--- config.mk ---
export PLATFORM = sky130hd
export DESIGN_NAME = ts_out_fmt
export DESIGN_NICKNAME = d
export VERILOG_FILES = /design/src/rtl/ts_out_fmt.sv
export SDC_FILE = /design/constraint.sdc
export NUM_CORES = 1
export LEC_CHECK = 0
export ABC_AREA = 1
export BUFFER_PORTS_ARGS = -buffer_cell sky130_fd_sc_hd__buf_2
export CAP_MARGIN = 40
export CORE_MARGIN = 5
export CORE_UTILIZATION = 55
export CTS_BUF_LIST = sky130_fd_sc_hd__clkbuf_4 sky130_fd_sc_hd__clkbuf_8
export DETAILED_ROUTE_END_ITERATION = 16
export PLACE_DENSITY = 0.78
export SYNTH_ARGS = -nofsm -noshare
export SYNTH_HDL_FRONTEND = slang
export SYNTH_SLANG_ARGS = --single-unit
--- constraint.sdc ---
create_clock -name clk -period 3.5 [get_ports clk]
set_input_delay 0.35 -clock clk [delete_from_list [all_inputs] [get_ports clk]]
set_output_delay 0.35 -clock clk [all_outputs]
set_load 0.02 [all_outputs]
--- src/rtl/ts_out_fmt.sv ---
module ts_out_fmt #(
  parameter int LONG_LEN  = 188,
  parameter int SHORT_LEN = 130,
  parameter logic [7:0] SYNC = 8'h47
) (
  input  logic       clk,
  input  logic       rst_n,
  input  logic [8:0] ctrl,
  input  logic       in_valid,
  input  logic [7:0] in_data,
  input  logic       in_uncorr,
  input  logic       desc_lock,
  output logic       in_ready,
  output logic [7:0] out_data,
  output logic       out_valid,
  output logic       out_start,
  output logic       out_err,
  output logic       out_clk
);
  localparam int PW = $clog2(LONG_LEN);

  logic          trk, locked, bad, err, vreg, freg;
  logic [3:0]    cnt;
  logic [PW-1:0] pos;
  logic [7:0]    dreg;
  logic [2:0]    sc;

  wire [PW-1:0] last    = ctrl[8] ? PW'(SHORT_LEN - 1) : PW'(LONG_LEN - 1);
  wire          take    = in_valid && in_ready;
  wire          hit     = in_data == SYNC;
  wire          at_sync = trk && pos == '0;
  wire [3:0]    cnt_inc = (cnt == 4'hF) ? cnt : cnt + 4'd1;
  wire          lock_now = at_sync && hit && (cnt_inc >= 4'(ctrl[2:0]) + 4'd2);
  wire          keep    = locked && !(at_sync && !hit);
  wire          emit    = take && (keep || lock_now);
  wire          first   = at_sync && hit;
  wire          mark    = ctrl[4] && bad && pos == PW'(1);
  wire [7:0]    obyte   = in_data | {mark, 7'b0};

  assign in_ready  = sc == 3'd0;
  assign out_data  = ctrl[3] ? {7'b0, dreg[7]} : dreg;
  assign out_valid = vreg;
  assign out_start = freg;
  assign out_err   = ctrl[6] ? err : ~err;
  assign out_clk   = clk ^ ctrl[5];

  always_ff @(posedge clk or negedge rst_n) begin
    if (!rst_n) begin
      trk <= 1'b0; locked <= 1'b0; bad <= 1'b0; cnt <= '0; pos <= '0;
    end else if (take) begin
      if (!trk) begin
        if (hit) begin
          trk <= 1'b1; cnt <= 4'd1; pos <= PW'(1);
        end
      end else if (at_sync && !hit) begin
        trk <= 1'b0; locked <= 1'b0; cnt <= '0; pos <= '0;
      end else begin
        if (at_sync) begin
          cnt <= cnt_inc;
          bad <= in_uncorr;
        end
        if (lock_now) locked <= 1'b1;
        pos <= (pos >= last) ? '0 : pos + PW'(1);
      end
    end
  end

  always_ff @(posedge clk or negedge rst_n) begin
    if (!rst_n) begin
      dreg <= '0; sc <= '0; vreg <= 1'b0; freg <= 1'b0; err <= 1'b0;
    end else begin
      vreg <= emit;
      freg <= emit && first;
      if (emit) begin
        dreg <= obyte;
        sc   <= ctrl[3] ? 3'd7 : 3'd0;
      end else if (sc != 3'd0) begin
        dreg <= {dreg[6:0], 1'b0};
        sc   <= sc - 3'd1;
      end
      if (ctrl[7] && !desc_lock) err <= 1'b1;
      else if (emit && first)    err <= in_uncorr;
    end
  end

  a_r1_out_needs_lock: assert property (@(posedge clk) disable iff (!rst_n)
    out_valid |-> locked);
  a_r1_lock_on_sync: assert property (@(posedge clk) disable iff (!rst_n)
    $rose(locked) |-> $past(in_data) == SYNC);
  a_r3_mark_header: assert property (@(posedge clk) disable iff (!rst_n)
    (take && keep && !ctrl[3] && ctrl[4] && bad && pos == PW'(1)) |=> out_data[7]);
  a_r5_serial_pace: assert property (@(posedge clk) disable iff (!rst_n)
    (emit && ctrl[3]) |=> !in_ready);
  a_r8_latch_on_unlock: assert property (@(posedge clk) disable iff (!rst_n)
    (ctrl[7] && !desc_lock) |=> err);
  a_r7_err_holds: assert property (@(posedge clk) disable iff (!rst_n)
    (!(emit && first) && !(ctrl[7] && !desc_lock)) |=> $stable(err));
endmodule

==> flow_summary_export.csv <==
group,metric,value,unit
logic_synthesis,synth_cell_types,28,
global_routing,grt_pass1_wl,7.28,mm
final_layout,fill_cells,351,
logic_synthesis,syn-mean-instance-area,7.18,um2
final_layout,nNetsFinal,360,
detailed_routing,vias,1817,
power,pwr_density_cell,688,mW/mm2
worst_setup_path,r2r-end,"dreg[0]",
sta,finalSetupViolCount,0,
clocking,cts_hold_buf,0,
clocking,cts_tree,"done",
logic_synthesis,synth_compound_area_share,6.46,%
flow_run,max_cap_viol_count,0,
logic_synthesis,synth_top_family_by_area,"simple AND/OR/NAND/NOR gates",
sta,skew,0.00606,ns
placed_design,globalplace.congestion,0.809,
logic_synthesis,synth-seq-area-share,35.3,%
detailed_routing,wl_per_cell,11.1,um
logic_synthesis,synth_edf_count,0,
min_path,hp-class,"input port to async pin",
sta,rsz0062_at_grt,"false",
worst_setup_path,end_kind,"primary output",
detailed_routing,totalWireLength,4.12,mm
worst_setup_path,crit_path_start_kind,"clock port",
power,ir_worst_vdd,0.524,mV
logic_synthesis,synthMuxAreaShare,0,%
worst_setup_path,crit_path_cell_trace,"clkbuf_8 > clkbuf_8 > xor2_1 > buf_2",
global_routing,grt_usage,17.8,%
sta,slew_headroom,56.9,%
worst_setup_path,crit_path_frequent_cell,"clkbuf_8",
worst_setup_path,slowest_stage,"buf_2",
global_routing,grt_pass1_vias,1779,
final_layout,layout-drive-gt1-share,18.8,%
sta,hold_slack,-0.0103,ns
floorplanning,dieArea,0.00506,mm2
worst_setup_path,crit_start,"clk",
floorplanning,row_count,22,
worst_setup_path,crit_arrival,2.27,ns
detailed_routing,ant_nets,0,
floorplanning,die_y,71.1,um
logic_synthesis,synthXorXnorAreaFrac,3.41,%
sta,hold_violations,17,
logic_synthesis,synthSimpleGateAreaFrac,33.9,%
worst_setup_path,critPathCapture,"out_clk",
worst_setup_path,critical_path.max_stage_delay,0.18,ns
sta,worst_pin_slew,0.646,ns
floorplanning,initial_utilization,56.5,%
detailed_routing,remaining_drc_errors,0,
worst_setup_path,crit_type,"clock port to primary output",
final_layout,area_growth,17.1,%
floorplanning,coreArea,0.00363,mm2
global_routing,grt_antenna_before_repair,0,
logic_synthesis,synth_top_cells_by_area,"dfrtp_1 35%, nand2_1 13%, ha_1 9.1%",
logic_synthesis,synth_fa_ha_area_share,9.14,%
clocking,cts_resized,0,
logic_synthesis,synth_nets,323,
power,leakage,1.37,nW
logic_synthesis,ys_ff_latch,29,
detailed_routing,drtPass1Iterations,4,
sta,setup_tns,0,ns
worst_setup_path,cp_data_required_time,3.15,ns
logic_synthesis,synth_ff_type,"dfrtp_1",
global_routing,grt_overflow_total,0,
detailed_routing,drt-initial-drc-count,104,
worst_setup_path,reg2reg_from,"cnt[0]",
run_status,violations,"negative hold slack",
logic_synthesis,syn_area,0.00205,mm2
placed_design,io_buffers,34,
logic_synthesis,synth.most_common_cell,"nand2_1",
logic_synthesis,synth_top_area_share,35.3,%
global_routing,grt_max_degree,30,
logic_synthesis,syn_inst,286,
worst_setup_path,reg2reg_depth,16,
logic_synthesis,synth_async_sr_flop_share,100,%
final_layout,antenna-diode-count,0,
worst_setup_path,r2r_slack,1.12,ns
clocking,path_clk_slew,0.06,ns
logic_synthesis,synthTopCellsByCount,"71 x nand2_1, 48 x inv_1, 31 x nand3_1, 29 x dfrtp_1, 27 x nor2_1",
clocking,cts_setup_buffers,0,
logic_synthesis,yosys.area.top_type,"dfrtp_1",
run_status,status,"finished, violations left",
sta,drv_slew,0,
detailed_routing,viasPerCell,4.88,
placed_design,dp_hpwl,3.16,mm
clocking,clk_latency,0.38,ns
worst_setup_path,crit_fanout,2,
logic_synthesis,yosysWarnings,0,
floorplanning,num_io_pins,35,
floorplanning,die_width,71.1,um
state kept, by name, summed over array words and instances, names as in the netlist:
register / cells
dreg: 8
pos: 8
cnt: 4
sc: 3
bad: 1
err: 1
locked: 1
out_start: 1
out_valid: 1
trk: 1
power breakdown:
group | switching, mW | internal, mW | total [mW]
logic | 0.377 | 0.227 | 0.604
registers | 0.0996 | 0.419 | 0.518
clock network | 0.164 | 0.368 | 0.533
stage by stage:
stage          cells  total power [mW]  setup slack (ns)  util [%]  instance area [um2]
2_1_floorplan    286              1.03              1.06         -                 2050
3_3_place_gp     361              1.15              1.13      61.4                 2230
3_5_place_dp     361              1.17              1.10      61.4                 2230
4_1_cts          372              1.68             0.866      66.2                 2400
5_1_grt          372              1.82             0.753      66.2                 2400
6_report         372              1.65             0.883      66.2                 2400
critical path: cells and delay by family:
kind	cells	cell delay, ns
buffers and inverters	3	0.41
XOR/XNOR	1	0.11
logic make-up after synthesis:
kind of cell / count (synthesis)
buffers and inverters: 57
and+or+nand+nor: 154
DFF: 29
adders and majority gates: 15
AOI/OAI and AO/OA: 23
xor gates and xnor gates: 8
cells in the final DEF, fill, tap and decap left out, types with 2 or more instances in the layout:
cell type	instances
a21oi_1	6
buf_2	34
bufinv_16	2
clkbuf_8	8
dfrtp_1	29
ha_1	15
inv_1	48
nand2_1	71
nand2_2	6
nand3_1	31
nand4_1	7
nor2_1	27
nor2_2	3
nor2_4	3
nor3_1	3
o21ai_0	13
xnor2_1	4
xor2_1	4
worst min path at each step:
stage | from | cells past startpoint | endpoint | slack [ns]
floorplan | rst_n | 0 | bad | 0.05
global placement | rst_n | 1 | cnt[3] | 0.41
detailed placement | rst_n | 1 | cnt[3] | 0.41
CTS | rst_n | 1 | cnt[1] | 0.007
global route | rst_n | 1 | pos[4] | 0.04
finish | rst_n | 1 | cnt[1] | -0.01
metal layers:
| layer | up-vias | track usage, % | routed length (um) |
|---|---|---|---|
| li1 | 968 | - | - |
| met1 | 812 | 22.3 | 1980 |
| met2 | 27 | 28.7 | 1910 |
| met3 | 10 | 4.55 | 150 |
| met4 | 0 | 8.56 | 80 |
| met5 | - | 0 | 0 |
cell type report:
class / count / area, um2 / area share (%)
Clock buffer: 9 / 115 / 4.79
Clock inverter: 3 / 65.1 / 2.71
Inverter: 50 / 188 / 7.80
Multi-Input combinational cell: 200 / 1090 / 45.2
Sequential cell: 29 / 726 / 30.2
Tap cell: 48 / 60.1 / 2.50
Timing Repair Buffer: 33 / 165 / 6.87
No activity file was read; power rests on OpenSTA's default activity.
